[src/rtl/sdr_trk_pkg.sv]
package sdr_trk_pkg;

    typedef enum logic [2:0] {
        CMD_NOP = 3'd0,
        CMD_ACT = 3'd1,
        CMD_RD  = 3'd2,
        CMD_WR  = 3'd3,
        CMD_BST = 3'd4,
        CMD_PRE = 3'd5
    } cmd_e;

    typedef enum logic [2:0] {
        BS_IDLE  = 3'd0,
        BS_OPEN  = 3'd1,
        BS_READ  = 3'd2,
        BS_WRITE = 3'd3,
        BS_WREC  = 3'd4,
        BS_PRECH = 3'd5
    } bstate_e;

endpackage

[src/rtl/sdr_cmd_check.sv]
module sdr_cmd_check
    import sdr_trk_pkg::*;
#(
    parameter int NB = 4
) (
    input  logic [2:0]            cmd_i,
    input  logic [$clog2(NB)-1:0] bank_i,
    input  bstate_e               st_i [NB],
    input  logic [NB-1:0]         bap_i,
    output logic                  act_go_o,
    output logic                  rd_go_o,
    output logic                  wr_go_o,
    output logic                  bst_go_o,
    output logic                  pre_go_o,
    output logic                  illegal_o
);

    bstate_e tgt;
    logic    busy_other;
    logic    legal;
    logic    tgt_burst;

    always_comb begin
        tgt        = st_i[bank_i];
        tgt_burst  = (tgt == BS_READ) || (tgt == BS_WRITE);
        busy_other = 1'b0;
        for (int b = 0; b < NB; b++) begin
            if (b != int'(bank_i) && (st_i[b] == BS_READ || st_i[b] == BS_WRITE))
                busy_other = 1'b1;
        end
        unique case (cmd_i)
            CMD_NOP:         legal = 1'b1;
            CMD_ACT:         legal = (tgt == BS_IDLE);
            CMD_RD, CMD_WR:  legal = (tgt == BS_OPEN) || (tgt_burst && !bap_i[bank_i]);
            CMD_BST:         legal = tgt_burst && !bap_i[bank_i] && !busy_other;
            CMD_PRE:         legal = (tgt == BS_OPEN);
            default:         legal = 1'b0;
        endcase
    end

    assign act_go_o  = legal && (cmd_i == CMD_ACT);
    assign rd_go_o   = legal && (cmd_i == CMD_RD);
    assign wr_go_o   = legal && (cmd_i == CMD_WR);
    assign bst_go_o  = legal && (cmd_i == CMD_BST);
    assign pre_go_o  = legal && (cmd_i == CMD_PRE);
    assign illegal_o = !legal;

endmodule

[src/rtl/sdr_beat_sched.sv]
module sdr_beat_sched #(
    parameter int NB     = 4,
    parameter int BL     = 4,
    parameter int CL_MAX = 3
) (
    input  logic                          clk_i,
    input  logic                          rst_ni,
    input  logic                          rd_go_i,
    input  logic                          wr_go_i,
    input  logic                          bst_go_i,
    input  logic [$clog2(NB)-1:0]         bank_i,
    input  logic [$clog2(CL_MAX+1)-1:0]   cl_i,
    output logic [NB-1:0]                 pend_o,
    output logic                          beat_v_o,
    output logic                          beat_rd_o,
    output logic [$clog2(NB)-1:0]         beat_bk_o
);

    localparam int BW    = $clog2(NB);
    localparam int DEPTH = CL_MAX + BL;

    // slot j holds the beat for the edge j clocks after the coming one
    logic [DEPTH-1:0]         s_v, s_rd, n_v, n_rd;
    logic [DEPTH-1:0][BW-1:0] s_bk, n_bk;
    int                       cl_n;

    always_comb begin
        cl_n = int'(cl_i);
        n_v  = s_v;
        n_rd = s_rd;
        n_bk = s_bk;
        for (int j = 0; j < DEPTH; j++) begin
            if (wr_go_i || bst_go_i) n_v[j] = 1'b0;
            if (rd_go_i && (j >= cl_n || !s_rd[j])) n_v[j] = 1'b0;
            if (rd_go_i && j >= cl_n && j < cl_n + BL) begin
                n_v[j]  = 1'b1;
                n_rd[j] = 1'b1;
                n_bk[j] = bank_i;
            end
            if (wr_go_i && j < BL) begin
                n_v[j]  = 1'b1;
                n_rd[j] = 1'b0;
                n_bk[j] = bank_i;
            end
        end
        pend_o = '0;
        for (int j = 1; j < DEPTH; j++) begin
            if (n_v[j]) pend_o[n_bk[j]] = 1'b1;
        end
    end

    always_ff @(posedge clk_i) begin
        if (!rst_ni) begin
            s_v       <= '0;
            s_rd      <= '0;
            s_bk      <= '0;
            beat_v_o  <= 1'b0;
            beat_rd_o <= 1'b0;
            beat_bk_o <= '0;
        end else begin
            s_v       <= {1'b0, n_v[DEPTH-1:1]};
            s_rd      <= {1'b0, n_rd[DEPTH-1:1]};
            s_bk      <= {{BW{1'b0}}, n_bk[DEPTH-1:1]};
            beat_v_o  <= n_v[0];
            beat_rd_o <= n_v[0] & n_rd[0];
            beat_bk_o <= n_v[0] ? n_bk[0] : '0;
        end
    end

    // a write owns the bus from its own edge
    p_write_cut_r6: assert property (@(posedge clk_i) disable iff (!rst_ni)
        wr_go_i |=> (beat_v_o && !beat_rd_o));

endmodule

[src/rtl/sdr_bank_fsm.sv]
module sdr_bank_fsm
    import sdr_trk_pkg::*;
#(
    parameter int T_RP  = 2,
    parameter int TWR_W = 3
) (
    input  logic             clk_i,
    input  logic             rst_ni,
    input  logic             sel_i,
    input  logic             act_go_i,
    input  logic             rd_go_i,
    input  logic             wr_go_i,
    input  logic             bst_go_i,
    input  logic             pre_go_i,
    input  logic             ap_i,
    input  logic             pend_i,
    input  logic [TWR_W-1:0] twr_i,
    output bstate_e          state_o,
    output logic             ap_o,
    output logic             pre_start_o
);

    localparam int RPW = $clog2(T_RP + 1);
    localparam int CW  = (TWR_W > RPW) ? TWR_W : RPW;
    localparam logic [CW-1:0] RP_LOAD = CW'(T_RP - 1);

    bstate_e       state, nxt;
    logic          nap, enter_pre, other_xfer, own_xfer;
    logic [CW-1:0] cnt, ncnt, tw, twr_load;

    assign tw         = CW'(twr_i);
    assign twr_load   = (tw == '0) ? '0 : tw - CW'(1);
    assign own_xfer   = sel_i && (rd_go_i || wr_go_i);
    assign other_xfer = !sel_i && (rd_go_i || wr_go_i);

    always_ff @(posedge clk_i) begin
        if (!rst_ni) begin
            state       <= BS_IDLE;
            ap_o        <= 1'b0;
            cnt         <= '0;
            pre_start_o <= 1'b0;
        end else begin
            state       <= nxt;
            ap_o        <= nap;
            cnt         <= ncnt;
            pre_start_o <= enter_pre;
        end
    end

    always_comb begin
        nxt       = state;
        nap       = ap_o;
        ncnt      = cnt;
        enter_pre = 1'b0;
        unique case (state)
            BS_IDLE: if (sel_i && act_go_i) nxt = BS_OPEN;
            BS_OPEN: begin
                if (own_xfer) begin
                    nxt = rd_go_i ? BS_READ : BS_WRITE;
                    nap = ap_i;
                end else if (sel_i && pre_go_i) begin
                    nxt       = BS_PRECH;
                    ncnt      = RP_LOAD;
                    enter_pre = 1'b1;
                end
            end
            BS_READ, BS_WRITE: begin
                if (own_xfer) begin
                    nxt = rd_go_i ? BS_READ : BS_WRITE;
                    nap = ap_i;
                end else if (sel_i && bst_go_i) begin
                    nxt = BS_OPEN;
                end else if (ap_o && (other_xfer || !pend_i)) begin
                    if (state == BS_READ) begin
                        nxt       = BS_PRECH;
                        ncnt      = RP_LOAD;
                        enter_pre = 1'b1;
                    end else begin
                        nxt  = BS_WREC;
                        ncnt = twr_load;
                    end
                end else if (!pend_i) begin
                    nxt = BS_OPEN;
                end
            end
            BS_WREC: begin
                if (cnt == '0) begin
                    nxt       = BS_PRECH;
                    ncnt      = RP_LOAD;
                    enter_pre = 1'b1;
                end else begin
                    ncnt = cnt - CW'(1);
                end
            end
            BS_PRECH: begin
                if (cnt == '0) nxt = BS_IDLE;
                else           ncnt = cnt - CW'(1);
            end
            default: nxt = BS_IDLE;
        endcase
    end

    assign state_o = state;

    p_pulse_single_r13: assert property (@(posedge clk_i) disable iff (!rst_ni)
        pre_start_o |=> !pre_start_o);

    p_idle_needs_act_r3: assert property (@(posedge clk_i) disable iff (!rst_ni)
        (state == BS_IDLE && !(sel_i && act_go_i)) |=> state == BS_IDLE);

    p_wrec_exit_r10: assert property (@(posedge clk_i) disable iff (!rst_ni)
        state == BS_WREC |=> (state == BS_WREC || state == BS_PRECH));

endmodule

[src/rtl/sdr_bank_tracker.sv]
module sdr_bank_tracker
    import sdr_trk_pkg::*;
#(
    parameter int NB     = 4,
    parameter int BL     = 4,
    parameter int CL_MAX = 3,
    parameter int T_RP   = 2,
    parameter int TWR_W  = 3
) (
    input  logic                  clk_i,
    input  logic                  rst_ni,
    input  logic [2:0]            cmd_i,
    input  logic                  ap_i,
    input  logic [$clog2(NB)-1:0] bank_i,
    input  logic                  cl3_i,
    input  logic [TWR_W-1:0]      twr_i,
    output logic [NB*3-1:0]       bank_state_o,
    output logic [NB-1:0]         pre_start_o,
    output logic [1:0]            dqm_lead_o,
    output logic                  dvalid_o,
    output logic                  drd_o,
    output logic [$clog2(NB)-1:0] dbank_o,
    output logic                  illegal_o
);

    localparam int BW  = $clog2(NB);
    localparam int CLW = $clog2(CL_MAX + 1);

    bstate_e          st [NB];
    logic [NB-1:0]    bap, pend;
    logic             act_go, rd_go, wr_go, bst_go, pre_go, illegal;
    logic [CLW-1:0]   cl_val;

    assign cl_val = cl3_i ? CLW'(3) : CLW'(2);

    sdr_cmd_check #(.NB(NB)) u_check (
        .cmd_i     (cmd_i),
        .bank_i    (bank_i),
        .st_i      (st),
        .bap_i     (bap),
        .act_go_o  (act_go),
        .rd_go_o   (rd_go),
        .wr_go_o   (wr_go),
        .bst_go_o  (bst_go),
        .pre_go_o  (pre_go),
        .illegal_o (illegal)
    );

    sdr_beat_sched #(.NB(NB), .BL(BL), .CL_MAX(CL_MAX)) u_sched (
        .clk_i     (clk_i),
        .rst_ni    (rst_ni),
        .rd_go_i   (rd_go),
        .wr_go_i   (wr_go),
        .bst_go_i  (bst_go),
        .bank_i    (bank_i),
        .cl_i      (cl_val),
        .pend_o    (pend),
        .beat_v_o  (dvalid_o),
        .beat_rd_o (drd_o),
        .beat_bk_o (dbank_o)
    );

    for (genvar b = 0; b < NB; b++) begin : g_bank
        sdr_bank_fsm #(.T_RP(T_RP), .TWR_W(TWR_W)) u_fsm (
            .clk_i       (clk_i),
            .rst_ni      (rst_ni),
            .sel_i       (bank_i == BW'(b)),
            .act_go_i    (act_go),
            .rd_go_i     (rd_go),
            .wr_go_i     (wr_go),
            .bst_go_i    (bst_go),
            .pre_go_i    (pre_go),
            .ap_i        (ap_i),
            .pend_i      (pend[b]),
            .twr_i       (twr_i),
            .state_o     (st[b]),
            .ap_o        (bap[b]),
            .pre_start_o (pre_start_o[b])
        );
        assign bank_state_o[b*3 +: 3] = st[b];
    end

    always_comb begin
        dqm_lead_o = 2'd0;
        for (int b = 0; b < NB; b++) begin
            if (st[b] == BS_READ) begin
                if (bap[b])                  dqm_lead_o = 2'd2;
                else if (dqm_lead_o == 2'd0) dqm_lead_o = 2'd1;
            end
        end
    end

    always_ff @(posedge clk_i) begin
        if (!rst_ni) illegal_o <= 1'b0;
        else         illegal_o <= illegal;
    end

    // a legal burst stop leaves no beat on the following edge
    p_bst_clears_r12: assert property (@(posedge clk_i) disable iff (!rst_ni)
        bst_go |=> !dvalid_o);

endmodule

[config.mk]
export PLATFORM = sky130hd
export DESIGN_NAME = sdr_bank_tracker
export DESIGN_NICKNAME = d
export VERILOG_FILES = /design/src/rtl/sdr_trk_pkg.sv /design/src/rtl/sdr_cmd_check.sv /design/src/rtl/sdr_beat_sched.sv /design/src/rtl/sdr_bank_fsm.sv /design/src/rtl/sdr_bank_tracker.sv
export SDC_FILE = /design/constraint.sdc
export NUM_CORES = 1
export LEC_CHECK = 0
export ABC_AREA = 1
export BUFFER_PORTS_ARGS = -buffer_cell sky130_fd_sc_hd__buf_2
export CAP_MARGIN = 30
export CORE_MARGIN = 2
export CORE_UTILIZATION = 60
export DETAILED_ROUTE_END_ITERATION = 7
export PLACE_DENSITY = 0.8
export SLEW_MARGIN = 20
export SYNTH_ARGS = -nofsm -noshare
export SYNTH_HDL_FRONTEND = slang
export SYNTH_SLANG_ARGS = --single-unit
[constraint.sdc]
create_clock -name clk_i -period 4.8 [get_ports clk_i]
set_input_delay 0.48 -clock clk_i [delete_from_list [all_inputs] [get_ports clk_i]]
set_output_delay 0.48 -clock clk_i [all_outputs]
set_load 0.1 [all_outputs]
==> results of run 1 <==
[flip-flops by register name, summed over array words and instances (netlist names)]
| name | count |
|---|---|
| u_sched.beat_rd_o | 1 |
| g_bank.u_fsm.pre_start_o | 4 |
| g_bank.u_fsm.state_o | 12 |
| u_sched.beat_v_o | 1 |
| g_bank.u_fsm.cnt | 12 |
| u_sched.s_rd | 5 |
| u_sched.s_bk | 12 |
| u_sched.s_v | 6 |
| illegal_o | 1 |
| g_bank.u_fsm.ap_o | 4 |
| u_sched.beat_bk_o | 2 |
[worst max-delay path, delay by kind of cell, from the launching register on]
kind                       cells  cell delay [ns]
buffers and inverters          3             0.51
and+or+nand+nor               11             1.74
adders and majority gates      1             0.38
AOI/OAI and AO/OA              3             0.56
DFF                            1             0.38
[cells in the final DEF (no fill, tap or decap), drive strengths merged, types with 16 or more instances in the layout]
| cell type | netlist | layout |
|---|---|---|
| nor2 | 72 | 72 |
| dfxtp | 60 | 60 |
| inv | 92 | 92 |
| nor3 | 16 | 16 |
| nand2 | 191 | 191 |
| nand3 | 54 | 54 |
| a21oi | 44 | 44 |
| buf | 15 | 35 |
| ha | 16 | 16 |
| o21ai | 28 | 28 |
[cells by family (layout without fill, tap and decap cells)]
kind of cell / after synthesis / after routing / share of synthesized area, %
AOI/OAI and AO/OA: 105 / 105 / 14.8
adders and majority gates: 16 / 16 / 4.85
xor gates and xnor gates: 4 / 4 / 0.849
and+or+nand+nor: 351 / 351 / 38.3
DFF: 60 / 60 / 29.1
buffers and inverters: 115 / 144 / 12.0
[how the worst max path moves through the flow]
stage / depth (start not counted) / end
2_1_floorplan: 5 / dqm_lead_o[0]
3_3_place_gp: 22 / g_bank[0].u_fsm.cnt[2]
3_5_place_dp: 22 / g_bank[0].u_fsm.cnt[2]
4_1_cts: 18 / g_bank[1].u_fsm.state_o[2]
5_1_grt: 18 / g_bank[1].u_fsm.state_o[2]
6_report: 18 / g_bank[1].u_fsm.state_o[2]
[area by class of cell]
type	count	share of cell area, %
tap	80	2.25
inverter	94	7.95
timing repair buffer	35	4.00
multi-input combinational	476	54.8
sequential	60	27.1
clock buffer	11	3.41
clock inverter	4	0.564
[where the power goes]
part | total, mW | switching, mW | internal [mW]
logic | 0.805 | 0.593 | 0.212
registers | 0.612 | 0.0608 | 0.552
clock network | 0.422 | 0.211 | 0.210
total | 1.84 | 0.865 | 0.974
[stage by stage]
stage,std cells,setup WS [ns],utilization [%]
2_1_floorplan,651,0.410,-
3_3_place_gp,745,1.22,63.4
3_5_place_dp,745,1.08,63.4
4_1_cts,760,1.24,66.1
5_1_grt,760,0.725,66.1
6_report,760,1.16,66.1
[routing by layer]
metal  vias to the layer above  GRT usage, %  share of wire, %
met5                         -             0                 0
met4                         0          11.6               2.7
met3                        35          7.96               8.9
met2                       190          47.0                44
met1                      1891          40.5                45
li1                       2156             -                 -
==> run_results.csv, run 1 <==
group,metric,value,unit
run_status,status,"finished, final reports clean",
clock_tree,clk_latency,0.35,ns
drt,viasPerCell,5.62,
clock_tree,h-tree-depth,3,
global_route,grt_pass1_wl,18.2,mm
synth,synth.cell_area,4130,um^2
clock_tree,hold_buffers,0,
drt,detail_route.wl_per_cell,14.1,um
sta,rsz0062_at_grt,"false",
worst_setup_path,r2r_setup_slack,1.16,ns
final_layout,fin_area,4440,um^2
synth,synth_flop_cell,"dfxtp_1",
final_layout,register_area,1200,um^2
synth,synth_top_cell_by_area,"dfxtp_1",
floorplan,initial_core_util,61.5,%
power,p_total,1.84,mW
synth,synth_edf_count,0,
clock_tree,cts_setup_buffers,0,
drt,wl,10.7,mm
worst_setup_path,cp_common_cell,"nand2_1",
sta,min_period_over_period,75.9,%
sta,whs,0.393,ns
synth,synth_top_area_share,29.1,%
sta,finalCriticalPeriod,3.64,ns
placement,routabilityCongestion,0.945,
final_layout,diodes,0,
global_route,grt_pass1_vias,3946,
worst_setup_path,setup.worst_path.start,"g_bank[0].u_fsm.state_o[2]",
worst_setup_path,r2r-end,"g_bank[1].u_fsm.state_o[2]",
sta,max_freq,275,MHz
worst_hold_path,hp-start,"cmd_i[1]",
final_layout,syn_to_final_growth,7.52,%
worst_hold_path,hold_class,"primary input to register",
worst_setup_path,critPathArrivalTime,3.92,ns
sta,relSlewSlack,62.1,%
synth,synth.net_count,679,
drt,dr.pass1.iters,7,
synth,synth_area_leaders,"dfxtp_1 (29%), nand2_1 (16%), inv_1 (7.9%)",
clock_tree,root_buffer,"clkbuf_8",
worst_setup_path,endpoint_kind,"register",
global_route,antenna_found_initial,0,
power,ir_worst_vdd,250,uV
clock_tree,max-clock-path-buffers,2,
sta,finalClockSkew,0.00835,ns
final_layout,nets,704,
clock_tree,cts_tree,"yes",
drt,drt_iter0_drc,335,
power,power.leakage,2.06,nW
floorplan,io_pins,35,
synth,syn_avg_cell_area,6.34,um^2
power,p_per_area,414,nW/um^2
final_layout,multi_input_area,2430,um^2
synth,synthArstFlopShare,0,%
synth,synthCells,651,
final_layout,drive_gt1_share,12.9,%
worst_setup_path,crit_required,5.08,ns
clock_tree,cts_made_buffers,9,
synth,yosys_warnings,0,
floorplan,die_h,87.0,um
placement,post_dp_cell_area,4260,um^2
worst_setup_path,max_stage_delay,0.41,ns
worst_setup_path,cpMaxStageDelayCell,"nand3_1",
placement,io_buffers,34,
floorplan,die_w,87.0,um
synth,ys_types,42,
worst_setup_path,r2r_cells,18,
drt,postRouteAntennaNets,0,
worst_hold_path,hold_path_depth,3,
clock_tree,clk_transition_reported_paths,0.07,ns
sta,final_max_slew_viol_count,0,
drt,vias,4272,
synth,synth_seq_area_share,29.1,%
clock_tree,clock_sinks,60,
floorplan,die_area,7560,um^2
global_route,grt_overflow,0,
flow_run,drv_cap,0,
drt,drc,0,
floorplan,rows,30,
synth,synth_seq_cells,60,
sta,tightest_slew,0.564,ns
worst_hold_path,timing.hold.worst_endpoint,"illegal_o",
final_layout,fillCellCount,638,
floorplan,core-area,6720,um^2
global_route,grt_usage,30.4,%
worst_setup_path,critPathLaunchType,"register",
sta,finalSetupTns,0,ns
placement,place_hpwl,7.92,mm
synth,yosys-top-cells-count,"nand2_1 (178), inv_1 (87), nor2_1 (62), dfxtp_1 (60), nand3_1 (50)",
clock_tree,ctsResizeCount,0,
sta,setup-violations-final,0,
worst_setup_path,crit_fanout,11,
worst_setup_path,path_cells,"inv_1, ha_1, inv_1, o21ai_0, nor2_1, nand2_1, nand3_2, nand3_1, nand2_2, inv_1, nand2_1, nand3_1, nand3_2, o211ai_1, nand2_1, nor2_1, nand2_1, a21oi_1",
worst_setup_path,critical_path_class,"register to register",
sta,hold_viol,0,
synth,synth.most_common_cell,"nand2_1",
worst_setup_path,reg2reg_from,"g_bank[0].u_fsm.state_o[2]",
global_route,grt_max_degree,29,
No activity file was read; power rests on OpenSTA's default activity.
==> inputs of run 2 (changes only) <==
==> constraint.sdc (replaced) <==
create_clock -name clk_i -period 3.6 [get_ports clk_i]
set_input_delay 0.36 -clock clk_i [delete_from_list [all_inputs] [get_ports clk_i]]
set_output_delay 0.36 -clock clk_i [all_outputs]
set_load 0.1 [all_outputs]
==> run 2 against run 1 <==
Net effect: worst hold slack worse by 0.13 ns; total power rose by 42%; flip-flop and latch count unchanged; clock power up 67%; critical path type unchanged; sequential share of layout area shrank 0.55 points; largest power group unchanged.
==> run_results.csv, run 2 (synthesis results as in run 1) <==
group,metric,value,unit
placement,place_hpwl,7.82,mm
clock_tree,cts_tree,"yes",
run_status,status,"finished, final reports clean",
sta,setup_slack,0.231,ns
drt,drc,0,
final_layout,diodes,0,
sta,hold_viol,0,
worst_setup_path,r2r_setup_slack,0.23,ns
global_route,grt_pass1_vias,3917,
global_route,antenna_found_initial,0,
floorplan,io_pins,35,
final_layout,fillCellCount,584,
final_layout,register_area,1200,um^2
worst_setup_path,path_cells,"inv_1, ha_2, inv_1, o21ai_0, nor2_1, nand2_1, nand3_2, nand3_2, nand2_2, o21ai_1, nand3_1, nand3b_4, nand2_2, nand2_1, nand2_1, nand2_2, nand2_1, o21ai_1, nor2_1",
flow_run,drv_cap,0,
placement,routabilityCongestion,0.951,
worst_setup_path,crit_required,3.83,ns
sta,finalSetupTns,0,ns
worst_setup_path,crit_family,"simple AND/OR/NAND/NOR gates",
clock_tree,root_buffer,"clkbuf_8",
global_route,busiest_layer,"met2",
worst_setup_path,critPathLaunchType,"register",
worst_hold_path,hold_class,"primary input to register",
global_route,grt_pass1_wl,17.9,mm
sta,max_freq,297,MHz
sta,setup-violations-final,0,
floorplan,initial_core_util,61.5,%
drt,viasPerCell,5.73,
drt,dr.pass1.iters,5,
worst_setup_path,cp_common_cell,"nand2_1",
worst_setup_path,critPathBufInv,2,
worst_setup_path,cpMaxStageDelayCell,"dfxtp_1",
placement,io_buffers,34,
global_route,grt_usage,29.7,%
global_route,grt_max_degree,45,
clock_tree,max-clock-path-buffers,2,
sta,relSlewSlack,61.2,%
global_route,grt_overflow,0,
floorplan,die_w,87.0,um
global_route,grt_util_met2,46.8,%
sta,min_period_over_period,93.6,%
clock_tree,hold_buffers,0,
drt,drt_iter0_drc,439,
final_layout,multi_input_area,2440,um^2
final_layout,layout_common_cells,"nand2_1 (178), inv_1 (87), nor2_1 (61)",
power,power.leakage,2.10,nW
clock_tree,cts_made_buffers,9,
drt,wl,10.9,mm
placement,place_ws,0.155,ns
sta,final_max_slew_viol_count,0,
drt,postRouteAntennaNets,0,
final_layout,nets,708,
final_layout,final_common_cell,"nand2_1",
floorplan,rows,30,
worst_setup_path,max_stage_delay,0.36,ns
sta,finalClockSkew,0.00529,ns
final_layout,syn_to_final_growth,9.73,%
floorplan,die_area,7560,um^2
final_layout,drive_gt1_share,14.2,%
clock_tree,clk_transition_reported_paths,0.07,ns
power,p_per_area,577,nW/um^2
worst_setup_path,endpoint_kind,"register",
global_route,grt_util_met1,40.4,%
drt,detail_route.wl_per_cell,14.2,um
worst_setup_path,crit_fanout,11,
sta,finalCriticalPeriod,3.37,ns
sta,rsz0062_at_grt,"false",
final_layout,fin_area,4530,um^2
worst_setup_path,critical_path_class,"register to register",
power,ir_worst_vdd,316,uV
floorplan,core-area,6720,um^2
clock_tree,clk_latency,0.35,ns
drt,vias,4383,
floorplan,die_h,87.0,um
clock_tree,clock_sinks,60,
placement,post_dp_cell_area,4300,um^2
global_route,gr-usage-met3,4.08,%
sta,tightest_slew,0.577,ns
clock_tree,h-tree-depth,3,
worst_setup_path,critPathArrivalTime,3.60,ns
power,p_total,2.62,mW
[run 2: cell types whose count changed in the layout (fill, tap and decap cells not counted), moves of 2 or more]
cell,delta
buf_4,+4
bufinv_16,+2
clkbuf_8,-2
clkinv_4,+3
clkinvlp_4,-2
[run 2: path summary, 6_finish.rpt]
| kind | cells past startpoint | from | to |
|---|---|---|---|
| max reg2reg | 19 | g_bank[0].u_fsm.state_o[2] | g_bank[0].u_fsm.cnt[2] |
| max | 19 | g_bank[0].u_fsm.state_o[2] | g_bank[0].u_fsm.cnt[2] |
| min | 3 | cmd_i[1] | illegal_o |
| min reg2reg | 2 | u_sched.s_rd[0] | u_sched.beat_rd_o |
[run 2: worst min-delay path: cells and delay by family]
| kind | cells | cell delay [ns] |
|---|---|---|
| buffers and inverters | 1 | 0.10 |
| and+or+nand+nor | 1 | 0.07 |
| AOI/OAI and AO/OA | 1 | 0.06 |
[run 2: stage by stage]
step,utilization (%),std cells,hold WS [ns]
2_1_floorplan,-,651,0.410
6_report,67.4,765,0.264
3_3_place_gp,64.0,749,0.415
5_1_grt,67.4,765,0.304
4_1_cts,67.3,765,0.262
3_5_place_dp,64.0,749,0.425
[run 2: where the power goes]
part	leakage (nW)	total, mW	internal, mW	switching, mW
combinational	1.50	1.10	0.295	0.808
sequential	0.486	0.809	0.735	0.0739
clock	0.114	0.703	0.394	0.309
[run 2: repair_timing]
action | 4_1_cts | 5_1_grt
endpoints found under the hold margin | 0 | 0
buffers inserted | 0 | 0
setup endpoints to repair | 0 | 24
resized for setup | 0 | 2
[run 2: routing by layer]
layer	up-vias	wire, um
li1	2161	-
met1	1952	4740
met2	245	4910
met3	25	933
met4	0	306
met5	-	0
[run 2: cell type report]
class | instances | area share [%]
Clock inverter | 7 | 2.21
Multi-Input combinational cell | 476 | 54.0
Tap cell | 80 | 2.21
Timing Repair Buffer | 39 | 4.58
Inverter | 94 | 7.79
Clock buffer | 9 | 2.73
Sequential cell | 60 | 26.5
